===== config.mk =====
export PLATFORM = sky130hd
export DESIGN_NAME = kwdog_top
export DESIGN_NICKNAME = d
export VERILOG_FILES = /design/src/rtl/kwdog_pkg.sv /design/src/rtl/kwdog_regs.sv /design/src/rtl/kwdog_key.sv /design/src/rtl/kwdog_prescale.sv /design/src/rtl/kwdog_counter.sv /design/src/rtl/kwdog_top.sv
export SDC_FILE = /design/constraint.sdc
export NUM_CORES = 1
export LEC_CHECK = 0
export BUFFER_PORTS_ARGS = -buffer_cell sky130_fd_sc_hd__buf_2
export CAP_MARGIN = 25
export CELL_PAD_IN_SITES_DETAIL_PLACEMENT = 2
export CELL_PAD_IN_SITES_GLOBAL_PLACEMENT = 2
export CORE_AREA = 5 5 101 103
export CTS_CLUSTER_SIZE = 30
export DETAILED_ROUTE_END_ITERATION = 6
export DIE_AREA = 0 0 106 108
export PLACE_DENSITY = 0.81
export SLEW_MARGIN = 30
export SYNTH_ARGS = -nofsm -noshare
export SYNTH_HDL_FRONTEND = slang
export SYNTH_SLANG_ARGS = --single-unit

===== constraint.sdc =====
create_clock -name clk -period 6.2 [get_ports clk]
set_input_delay 0.31 -clock clk [delete_from_list [all_inputs] [get_ports clk]]
set_output_delay 0.31 -clock clk [all_outputs]
set_load 0.05 [all_outputs]

===== src/rtl/kwdog_pkg.sv =====
package kwdog_pkg;

  // Control-word bit positions that software decodes.
  localparam int unsigned CTL_PRE_BIT = 0;
  localparam int unsigned CTL_RSEL_BIT = 1;
  localparam int unsigned CTL_EN_BIT = 2;
  localparam int unsigned CTL_FRZ_BIT = 3;
  localparam int unsigned CTL_FLAG_W = 4;

  // Word indices within the register block (byte offset / 4).
  localparam int unsigned IDX_CTRL = 1;
  localparam int unsigned IDX_COUNT = 2;
  localparam int unsigned IDX_SVC = 3;

  typedef struct packed {
    logic frz_en;
    logic wd_en;
    logic rst_sel;
    logic pre_en;
  } ctrl_flags_t;

  typedef enum logic {
    KEY_IDLE  = 1'b0,
    KEY_ARMED = 1'b1
  } key_state_t;

  function automatic ctrl_flags_t flags_from_nibble(input logic [CTL_FLAG_W-1:0] n);
    ctrl_flags_t f;
    f.frz_en = n[CTL_FRZ_BIT];
    f.wd_en = n[CTL_EN_BIT];
    f.rst_sel = n[CTL_RSEL_BIT];
    f.pre_en = n[CTL_PRE_BIT];
    return f;
  endfunction

  function automatic logic [CTL_FLAG_W-1:0] nibble_from_flags(input ctrl_flags_t f);
    logic [CTL_FLAG_W-1:0] n;
    n = '0;
    n[CTL_FRZ_BIT] = f.frz_en;
    n[CTL_EN_BIT] = f.wd_en;
    n[CTL_RSEL_BIT] = f.rst_sel;
    n[CTL_PRE_BIT] = f.pre_en;
    return n;
  endfunction

endpackage


===== src/rtl/kwdog_regs.sv =====
module kwdog_regs
  import kwdog_pkg::*;
#(
  parameter int unsigned ADDR_W = 4,
  parameter int unsigned DATA_W = 32,
  parameter int unsigned CNT_W = 16,
  parameter int unsigned SVC_W = 16
) (
  input  logic              clk,
  input  logic              rst_n,
  input  logic              bus_sel_i,
  input  logic              bus_wr_i,
  input  logic [ADDR_W-1:0] bus_addr_i,
  input  logic [DATA_W-1:0] bus_wdata_i,
  output logic [DATA_W-1:0] bus_rdata_o,
  input  logic [CNT_W-1:0]  cnt_i,
  output logic              ctrl_wr_o,
  output logic              svc_wr_o,
  output logic [SVC_W-1:0]  svc_data_o,
  output logic [CNT_W-1:0]  tc_o,
  output logic [CNT_W-1:0]  reload_val_o,
  output ctrl_flags_t       flags_o
);

  localparam int unsigned WORD_W = ADDR_W - 2;
  localparam int unsigned RSV_W = DATA_W - CNT_W - CTL_FLAG_W;
  localparam int unsigned CNT_PAD_W = DATA_W - CNT_W;

  logic              aligned;
  logic [WORD_W-1:0] word_idx;
  logic              hit_ctrl;
  logic              hit_svc;
  logic              rd_en;
  logic [CNT_W-1:0]  tc_q;
  ctrl_flags_t       flags_q;

  // Only word-aligned accesses reach a register.
  assign aligned = (bus_addr_i[1:0] == 2'b00);
  assign word_idx = bus_addr_i[ADDR_W-1:2];
  assign hit_ctrl = bus_sel_i && aligned && (word_idx == WORD_W'(IDX_CTRL));
  assign hit_svc = bus_sel_i && aligned && (word_idx == WORD_W'(IDX_SVC));
  assign rd_en = bus_sel_i && !bus_wr_i && aligned;

  assign ctrl_wr_o = hit_ctrl && bus_wr_i;
  assign svc_wr_o = hit_svc && bus_wr_i;
  assign svc_data_o = bus_wdata_i[SVC_W-1:0];

  always_ff @(posedge clk) begin
    if (!rst_n) begin
      tc_q <= '0;
      flags_q <= '0;
    end else if (ctrl_wr_o) begin
      tc_q <= bus_wdata_i[DATA_W-1 -: CNT_W];
      flags_q <= flags_from_nibble(bus_wdata_i[CTL_FLAG_W-1:0]);
    end
  end

  // A control write reloads from the value being written.
  assign reload_val_o = ctrl_wr_o ? bus_wdata_i[DATA_W-1 -: CNT_W] : tc_q;
  assign tc_o = tc_q;
  assign flags_o = flags_q;

  always_comb begin
    bus_rdata_o = '0;
    if (rd_en) begin
      if (word_idx == WORD_W'(IDX_CTRL)) begin
        bus_rdata_o = {tc_q, {RSV_W{1'b0}}, nibble_from_flags(flags_q)};
      end else if (word_idx == WORD_W'(IDX_COUNT)) begin
        bus_rdata_o = {{CNT_PAD_W{1'b0}}, cnt_i};
      end
    end
  end

endmodule


===== src/rtl/kwdog_key.sv =====
module kwdog_key
  import kwdog_pkg::*;
#(
  parameter int unsigned SVC_W = 16,
  parameter logic [SVC_W-1:0] ARM_KEY = 16'h556C,
  parameter logic [SVC_W-1:0] FIRE_KEY = 16'hAA39
) (
  input  logic             clk,
  input  logic             rst_n,
  input  logic             svc_wr_i,
  input  logic [SVC_W-1:0] svc_data_i,
  input  logic             block_i,
  output logic             fire_o,
  output logic             armed_o
);

  key_state_t state_q;
  key_state_t state_d;

  function automatic key_state_t key_next(input key_state_t s, input logic [SVC_W-1:0] d);
    key_state_t n;
    if (d == ARM_KEY) begin
      n = KEY_ARMED;
    end else begin
      n = KEY_IDLE;
    end
    if (s == KEY_IDLE && d != ARM_KEY) begin
      n = KEY_IDLE;
    end
    return n;
  endfunction

  always_comb begin
    state_d = state_q;
    if (svc_wr_i) begin
      state_d = key_next(state_q, svc_data_i);
    end
  end

  assign fire_o = svc_wr_i && !block_i && (state_q == KEY_ARMED) && (svc_data_i == FIRE_KEY);
  assign armed_o = (state_q == KEY_ARMED);

  always_ff @(posedge clk) begin
    if (!rst_n) begin
      state_q <= KEY_IDLE;
    end else begin
      state_q <= state_d;
    end
  end

endmodule


===== src/rtl/kwdog_prescale.sv =====
module kwdog_prescale #(
  parameter int unsigned DIV_LOG2 = 11
) (
  input  logic clk,
  input  logic rst_n,
  input  logic clr_i,
  input  logic run_i,
  input  logic pre_en_i,
  output logic tick_o
);

  localparam logic [DIV_LOG2-1:0] PRE_LAST = {DIV_LOG2{1'b1}};

  logic [DIV_LOG2-1:0] pre_q;

  function automatic logic [DIV_LOG2-1:0] pre_inc(input logic [DIV_LOG2-1:0] v);
    return v + DIV_LOG2'(1);
  endfunction

  assign tick_o = run_i && (!pre_en_i || (pre_q == PRE_LAST));

  always_ff @(posedge clk) begin
    if (!rst_n) begin
      pre_q <= '0;
    end else if (clr_i || !pre_en_i) begin
      pre_q <= '0;
    end else if (run_i) begin
      pre_q <= pre_inc(pre_q);
    end
  end

endmodule


===== src/rtl/kwdog_counter.sv =====
module kwdog_counter #(
  parameter int unsigned CNT_W = 16
) (
  input  logic             clk,
  input  logic             rst_n,
  input  logic             load_i,
  input  logic [CNT_W-1:0] reload_val_i,
  input  logic [CNT_W-1:0] tc_i,
  input  logic             tick_i,
  input  logic             rst_sel_i,
  output logic [CNT_W-1:0] cnt_o,
  output logic             expired_o,
  output logic             expire_o,
  output logic             rst_req_o,
  output logic             nmi_req_o
);

  logic [CNT_W-1:0] cnt_q;
  logic             expired_q;
  logic             rst_q;
  logic             nmi_q;

  function automatic logic [CNT_W-1:0] cnt_dec(input logic [CNT_W-1:0] v);
    return v - CNT_W'(1);
  endfunction

  assign expire_o = tick_i && !load_i && !expired_q && (cnt_q == '0);

  always_ff @(posedge clk) begin
    if (!rst_n) begin
      cnt_q <= '0;
      expired_q <= 1'b0;
      rst_q <= 1'b0;
      nmi_q <= 1'b0;
    end else begin
      rst_q <= expire_o && rst_sel_i;
      nmi_q <= expire_o && !rst_sel_i;
      if (expire_o && rst_sel_i) begin
        expired_q <= 1'b1;
      end
      if (!expired_q) begin
        if (load_i) begin
          cnt_q <= reload_val_i;
        end else if (expire_o) begin
          cnt_q <= rst_sel_i ? cnt_q : tc_i;
        end else if (tick_i) begin
          cnt_q <= cnt_dec(cnt_q);
        end
      end
    end
  end

  assign cnt_o = cnt_q;
  assign expired_o = expired_q;
  assign rst_req_o = rst_q;
  assign nmi_req_o = nmi_q;

endmodule


===== src/rtl/kwdog_top.sv =====
module kwdog_top
  import kwdog_pkg::*;
#(
  parameter int unsigned ADDR_W = 4,
  parameter int unsigned DATA_W = 32,
  parameter int unsigned CNT_W = 16,
  parameter int unsigned SVC_W = 16,
  parameter int unsigned DIV_LOG2 = 11,
  parameter logic [SVC_W-1:0] ARM_KEY = 16'h556C,
  parameter logic [SVC_W-1:0] FIRE_KEY = 16'hAA39
) (
  input  logic              clk,
  input  logic              rst_n,
  input  logic              bus_sel_i,
  input  logic              bus_wr_i,
  input  logic [ADDR_W-1:0] bus_addr_i,
  input  logic [DATA_W-1:0] bus_wdata_i,
  output logic [DATA_W-1:0] bus_rdata_o,
  input  logic              dbg_freeze_i,
  output logic              rst_req_o,
  output logic              nmi_req_o
);

  logic             ctrl_wr;
  logic             svc_wr;
  logic [SVC_W-1:0] svc_data;
  logic [CNT_W-1:0] tc_q;
  logic [CNT_W-1:0] reload_val;
  logic [CNT_W-1:0] cnt;
  ctrl_flags_t      flags;
  logic             wd_en;
  logic             frz_en;
  logic             rst_sel;
  logic             pre_en;
  logic             frozen;
  logic             run;
  logic             load;
  logic             tick;
  logic             fire;
  logic             armed;
  logic             expired;
  logic             expire;

  assign wd_en = flags.wd_en;
  assign frz_en = flags.frz_en;
  assign rst_sel = flags.rst_sel;
  assign pre_en = flags.pre_en;
  assign frozen = frz_en && dbg_freeze_i;
  assign run = wd_en && !frozen && !expired;
  assign load = ctrl_wr || fire || !wd_en;

  kwdog_regs #(
    .ADDR_W(ADDR_W),
    .DATA_W(DATA_W),
    .CNT_W (CNT_W),
    .SVC_W (SVC_W)
  ) u_regs (
    .clk         (clk),
    .rst_n       (rst_n),
    .bus_sel_i   (bus_sel_i),
    .bus_wr_i    (bus_wr_i),
    .bus_addr_i  (bus_addr_i),
    .bus_wdata_i (bus_wdata_i),
    .bus_rdata_o (bus_rdata_o),
    .cnt_i       (cnt),
    .ctrl_wr_o   (ctrl_wr),
    .svc_wr_o    (svc_wr),
    .svc_data_o  (svc_data),
    .tc_o        (tc_q),
    .reload_val_o(reload_val),
    .flags_o     (flags)
  );

  kwdog_key #(
    .SVC_W   (SVC_W),
    .ARM_KEY (ARM_KEY),
    .FIRE_KEY(FIRE_KEY)
  ) u_key (
    .clk       (clk),
    .rst_n     (rst_n),
    .svc_wr_i  (svc_wr),
    .svc_data_i(svc_data),
    .block_i   (expired),
    .fire_o    (fire),
    .armed_o   (armed)
  );

  kwdog_prescale #(
    .DIV_LOG2(DIV_LOG2)
  ) u_pre (
    .clk     (clk),
    .rst_n   (rst_n),
    .clr_i   (load),
    .run_i   (run),
    .pre_en_i(pre_en),
    .tick_o  (tick)
  );

  kwdog_counter #(
    .CNT_W(CNT_W)
  ) u_cnt (
    .clk         (clk),
    .rst_n       (rst_n),
    .load_i      (load),
    .reload_val_i(reload_val),
    .tc_i        (tc_q),
    .tick_i      (tick),
    .rst_sel_i   (rst_sel),
    .cnt_o       (cnt),
    .expired_o   (expired),
    .expire_o    (expire),
    .rst_req_o   (rst_req_o),
    .nmi_req_o   (nmi_req_o)
  );

endmodule


## Word-level counts from Yosys, hierarchy flattened

Cells that the tools add are included.

| word-level totals | value |
|---|---|
| register bits | 51 |
| word-level logic and storage cells | 70 |
| bits of input ports | 41 |
| output and inout port bits | 34 |

| cells by class | value |
|---|---|
| bitwise logic cells | 3 |
| $add $sub $neg | 2 |
| multiplexer cells | 10 |
| equality and inequality tests | 8 |
| reduce and logical (&&, ||, !) cells | 36 |

Operator list:

| operator | count |
|---|---|
| 16-bit two-way mux | 6 |
| 32-bit two-way mux | 2 |
| 1-bit logical AND | 20 |
| 16-bit by 15-bit equality test with 1-bit output (second input constant) | 1 |
| 16-bit equality test (second input constant) | 1 |
| 16-bit logical NOT | 1 |
| 16-bit by 15-bit != test with 1-bit output (second input constant) | 1 |
| 16-bit by 1-bit subtractor with 16-bit output (second input constant) | 1 |
| 11-bit by 1-bit adder with 11-bit output (second input constant) | 1 |
| 11-bit equality test (second input constant) | 1 |
| 1-bit logical NOT | 7 |
| 2-bit equality test (second input constant) | 2 |
| 1-bit logical OR | 4 |
| 3-bit by 2-bit != test with 1-bit output (second input constant) | 1 |
| 1-bit NOT | 3 |
| 3-bit AND reduction | 1 |
| 3-bit nonzero test | 1 |
| 2-bit by 1-bit equality test with 1-bit output (second input constant) | 1 |
| 2-bit logical NOT | 1 |
| 1-bit two-way mux | 2 |
| 2-bit OR reduction | 1 |

## Depth between registers and ports, before layout

| logic depth | value |
|---|---|
| depth in word-level cells | 15 |
| mapped depth | 9 |
| mapped depth without buffers | 8 |

## Modules after synthesis

A second synthesis with hierarchy kept.

| unflattened totals | value |
|---|---|
| cells, all modules | 400 |
| area, all modules | 3,355.7 um^2 |

Modules (own cells, without submodules):

| module | cells an instance | sequential area each (um^2) | area an instance (um^2) | times used |
|---|---|---|---|---|
| kwdog_regs | 168 | 400.4 | 1,402.6 | 1 |
| kwdog_counter | 156 | 380.4 | 1,267.5 | 1 |
| kwdog_prescale | 58 | 220.2 | 529.3 | 1 |
| kwdog_key | 15 | 20.0 | 138.9 | 1 |
| kwdog_top | 3 | 0.0 | 17.5 | 1 |

## Worst setup path after synthesis

OpenSTA, ideal clock, no wires.

| timing | value |
|---|---|
| path kind | input -> output |
| start point | input bus_wr_i |
| end point | output bus_rdata_o[21] |
| required time | 5.890 ns |
| arrival | 2.010 ns |
| path slack | 3.880 ns |
| buffers on the path | 2 |
| stages on the path | 5 |
| cell sequence | or4b_2 -> clkbuf_1 -> nor2_1 -> clkbuf_1 -> and2_1 |

| on the way | value |
|---|---|
| word-level cells in the longest chain between the ends | 4 |

Ends and longest elaborated chain:

| what | RTL line | text |
|---|---|---|
| from (decl) | kwdog_top.sv:15 | `input logic bus_wr_i,` |
| 1-bit logical NOT | kwdog_regs.sv:42 | `assign rd_en = bus_sel_i && !bus_wr_i && aligned;` |
| 1-bit logical AND (2 in series) | kwdog_regs.sv:42 |  |
| 32-bit two-way mux | kwdog_regs.sv:65 | `if (rd_en) begin` |
| to (decl) | kwdog_top.sv:18 | `output logic [DATA_W-1:0] bus_rdata_o,` |

No other way between the ends.

## Final worst setup path

| timing | value |
|---|---|
| start point | register u_cnt.expired_q, in the netlist u_cnt.expired_o |
| end point | register u_cnt.cnt_q[9], in the netlist u_cnt.cnt_o[9] |

| on the way | value |
|---|---|
| word-level cells in the longest chain between the ends | 12 |
| elaborated cells on any way between the ends | 18 |
| those cells by class | 1 x eq/ne; 2 x mux; 1 x bitwise; 14 x reduce/logical |

Ends and longest elaborated chain:

| what | RTL line | text |
|---|---|---|
| from (decl) | kwdog_counter.sv:19 | `logic expired_q;` |
| from (signal assigned) | kwdog_counter.sv:32 | `expired_q <= 1'b0;` |
| from (signal assigned) | kwdog_counter.sv:39 | `expired_q <= 1'b1;` |
| 1-bit logical NOT | kwdog_key.sv:40, kwdog_counter.sv:27, kwdog_top.sv:49 |  |
| 1-bit logical AND (3 in series) | kwdog_key.sv:40 | `assign fire_o = svc_wr_i && !block_i && (state_q == KEY_ARMED) && (svc_data_i == FIRE_KEY);` |
| 1-bit logical OR (2 in series) | kwdog_top.sv:50 | `assign load = ctrl_wr \|\| fire \|\| !wd_en;` |
| 1-bit logical NOT | kwdog_counter.sv:27 | `assign expire_o = tick_i && !load_i && !expired_q && (cnt_q == '0);` |
| 1-bit logical AND (3 in series) | kwdog_counter.sv:27 |  |
| 3-bit by 2-bit != test with 1-bit output (no line) (tied with other cells) | - |  |
| 3-bit AND reduction (no line) or 16-bit two-way mux (tied branches) | - |  |
| to (signal assigned) | kwdog_counter.sv:43 | `cnt_q <= reload_val_i;` |
| to (signal assigned) | kwdog_counter.sv:45 | `cnt_q <= rst_sel_i ? cnt_q : tc_i;` |
| to (signal assigned) | kwdog_counter.sv:47 | `cnt_q <= cnt_dec(cnt_q);` |
| to (decl) | kwdog_counter.sv:18 | `logic [CNT_W-1:0] cnt_q;` |

Several ways; a longest one is shown, not always the timed one.
A chain may end at the register's enable or synchronous reset.

==> impl_metrics.env <==
export IMPL_tritoncts="yes"
export IMPL_htreeDepth=2
export IMPL_n_antenna_cell=0
export IMPL_gp_congestion=0.734
export IMPL_syn_nets=400
export IMPL_power_frac_seq=0.524
export IMPL_hpwl_mm=7.15
export IMPL_antenna_left=0
export IMPL_ys_top_cells_by_area="dfxtp_1 (34%), and2_1 (6.7%), mux2i_1 (5.0%)"
export IMPL_synth_flop_cell="dfxtp_1"
export IMPL_skew_ns=0.00367
export IMPL_ys_seq_area_frac=0.343
export IMPL_status="completed"
export IMPL_netlist_area_mm2=0.00298
export IMPL_drc_errors=0
export IMPL_synth_distinct_cells=53
export IMPL_ys_seq_elements=51
export IMPL_grt_pass1_wl_mm=16.2
export IMPL_synth_edff_count=0
export IMPL_start_util=0.327
export IMPL_hold_path_class="in2reg"
export IMPL_worst_pin_slew_ns=0.870
export IMPL_grt_antenna_before_repair=0
export IMPL_synthCells=357
export IMPL_grt_usage=0.175
export IMPL_postSynthAreaPerCell_um2=8.34
export IMPL_cts_setup_buffers=0
export IMPL_grt_overflow_total=0
export IMPL_clock_sinks=51
export IMPL_fillers=1090
export IMPL_holdPathStages=3
export IMPL_routedWlPerCell_um=18.6
export IMPL_peakVddDrop_uv=68.9
export IMPL_fmax_ghz=0.333
export IMPL_place_area_mm2=0.00340
export IMPL_mostFrequentLayoutCell="buf_2"
export IMPL_clockBufferDepth=2
export IMPL_io_buffers=74
export IMPL_final_setup_tns_ns=0
export IMPL_die_area_mm2=0.0114
export IMPL_area_growth_pct=18.3
export IMPL_slew_headroom=0.420
export IMPL_dieHeight_um=108
export IMPL_core_mm2=0.00911
export IMPL_finalSetupViolations=0
export IMPL_swShare=0.245
export IMPL_vias_per_cell=5.37
export IMPL_io_pin_count=75
export IMPL_rsz0062_at_grt="no"
export IMPL_final_cell_area_mm2=0.00352
export IMPL_drive_above_1_share=0.242
export IMPL_first_pass_iters=4
export IMPL_power_density_mw_per_mm2=180
export IMPL_crit_path_start_kind="flip-flop"
export IMPL_clkPwrFrac=0.379
export IMPL_cap_viol_max_count=0
export IMPL_yosysWarnings=0
export IMPL_switchingPower_mw=0.156
export IMPL_p_int_mw=0.479
export IMPL_final_cell_mix="buf_2 (74), dfxtp_1 (51), nand2_1 (36)"
export IMPL_r2r_cells=6
export IMPL_die_x_um=106
export IMPL_synthArstFlopShare=0
export IMPL_rows=35
export IMPL_cts_resized=0
export IMPL_synth_top_cell_by_area="dfxtp_1"
export IMPL_grt_pass1_vias=3225
export IMPL_post_route_min_period_ns=3.00
export IMPL_holdBufCountCts=0
export IMPL_post_route_period_util=0.484
export IMPL_clkTransAtPathRegs_ns=0.10
export IMPL_slew_viol_final=0
export IMPL_comb_power_share=0.097
export IMPL_nets=460
export IMPL_yosysTopAreaCellShare=0.343
export IMPL_finalPower_mw=0.635
export IMPL_vias=2843
export IMPL_cp_arrival_ns=3.24
export IMPL_clkLatencyLatePin_ns=0.32
export IMPL_hold_viol=0
export IMPL_fin_util=0.387
export IMPL_leakagePower_nw=1.48
export IMPL_cts_root_buf="clkbuf_8"
export IMPL_cp_max_fo=32
export IMPL_crit_path_end_kind="flip-flop"
export IMPL_drt_iter0_drc=79
export IMPL_required_ns=6.44
export IMPL_grt_max_degree=51
export IMPL_numCtsBuffers=5
export IMPL_routed_wl_mm=9.82
export IMPL_critical_path_class="reg2reg"
## power by group through the flow
stage	combinational (mW)	clock, mW	sequential, mW
2_1_floorplan	0.0377	0	0.339
3_3_place_gp	0.0584	0	0.340
3_5_place_dp	0.0607	0	0.340
4_1_cts	0.0615	0.247	0.333
5_1_grt	0.0688	0.259	0.333
6_report	0.0617	0.240	0.333
## final cells by class
class	instances	area, um2	share of cell area
inverter	5	18.8	0.00533
timing repair buffer	74	370	0.105
tap	111	139	0.0394
clock inverter	3	43.8	0.0124
multi-input combinational	280	1860	0.528
sequential	51	1020	0.290
clock buffer	5	68.8	0.0195
## cells by family (layout without fill, tap and decap cells)
| family | after synthesis | in the layout | share of synthesized area |
|---|---|---|---|
| AND/OR/NAND/NOR | 173 | 173 | 0.323 |
| AO/OA/AOI/OAI | 61 | 61 | 0.144 |
| flip-flops | 51 | 51 | 0.343 |
| buffers and inverters | 26 | 87 | 0.0387 |
| multiplexers | 24 | 24 | 0.0845 |
| XOR/XNOR | 20 | 20 | 0.0588 |
| adder cells (fa/ha/maj) | 2 | 2 | 0.00840 |
## layer usage
metal,part of all wire,global-route usage
met5,0,0
met4,0.013,0.0352
met3,0.031,0.0322
met2,0.52,0.328
met1,0.43,0.208
## worst max-delay path, stage by stage (launching register included)
cell and delay [ns]:
dfxtp_1 0.40, or4bb_1 0.52, or3_1 0.45, o21ba_1 0.40, o22ai_4 0.75, o2111ai_1 0.26
o21ai_0 0.14
## worst paths after layout
path | slack, ns | end | startpoint
setup / recovery | 3.20 | u_cnt.cnt_o[9] | u_cnt.expired_o
setup reg to reg | 3.20 | u_cnt.cnt_o[9] | u_cnt.expired_o
hold reg to reg | 0.49 | u_pre.pre_q[10] | u_pre.pre_q[10]
hold / removal | 0.28 | u_regs.tc_o[9] | bus_wdata_i[25]
## flip-flops by register name (all words and copies together) (netlist names)
signal and flops:
u_key.armed_o 1, u_regs.flags_o 4, u_cnt.nmi_req_o 1, u_pre.pre_q 11, u_cnt.rst_req_o 1, u_cnt.cnt_o 16, u_cnt.expired_o 1, u_regs.tc_o 16
## synth_stat cells, types with 2 or more instances
| master | n |
|---|---|
| dfxtp_1 | 51 |
| nand2_1 | 37 |
| and2_1 | 32 |
| nor2_1 | 25 |
| nor2b_1 | 16 |
| mux2i_1 | 15 |
| clkbuf_1 | 14 |
| nand3_1 | 11 |
| nand4_1 | 11 |
| o21ai_0 | 11 |
| xor2_1 | 11 |
| mux2_2 | 9 |
| xnor2_1 | 9 |
| nor3_1 | 7 |
| a31oi_1 | 6 |
| o2111ai_1 | 6 |
| o211ai_1 | 6 |
| o21ai_1 | 6 |
| a21boi_0 | 5 |
| a21oi_1 | 5 |
| buf_2 | 5 |
| inv_1 | 5 |
| or3_1 | 5 |
| a22oi_1 | 4 |
| and4_1 | 3 |
| nand2b_1 | 3 |
| nor4_1 | 3 |
| o22ai_1 | 3 |
| or4bb_1 | 3 |
| ha_1 | 2 |
| nand4b_1 | 2 |
| nor4bb_1 | 2 |
| or2_0 | 2 |
| or2_2 | 2 |
| or4_1 | 2 |
## per-stage QoR
step | hold WS, ns | worst slack, ns | cells
floorplan | 0.434 | 3.88 | 357
global placement | 0.469 | 3.25 | 521
detailed placement | 0.484 | 3.13 | 521
CTS | 0.282 | 3.18 | 529
global route | 0.289 | 2.94 | 529
finish | 0.280 | 3.20 | 529
(Power assumes the default switching activity.)
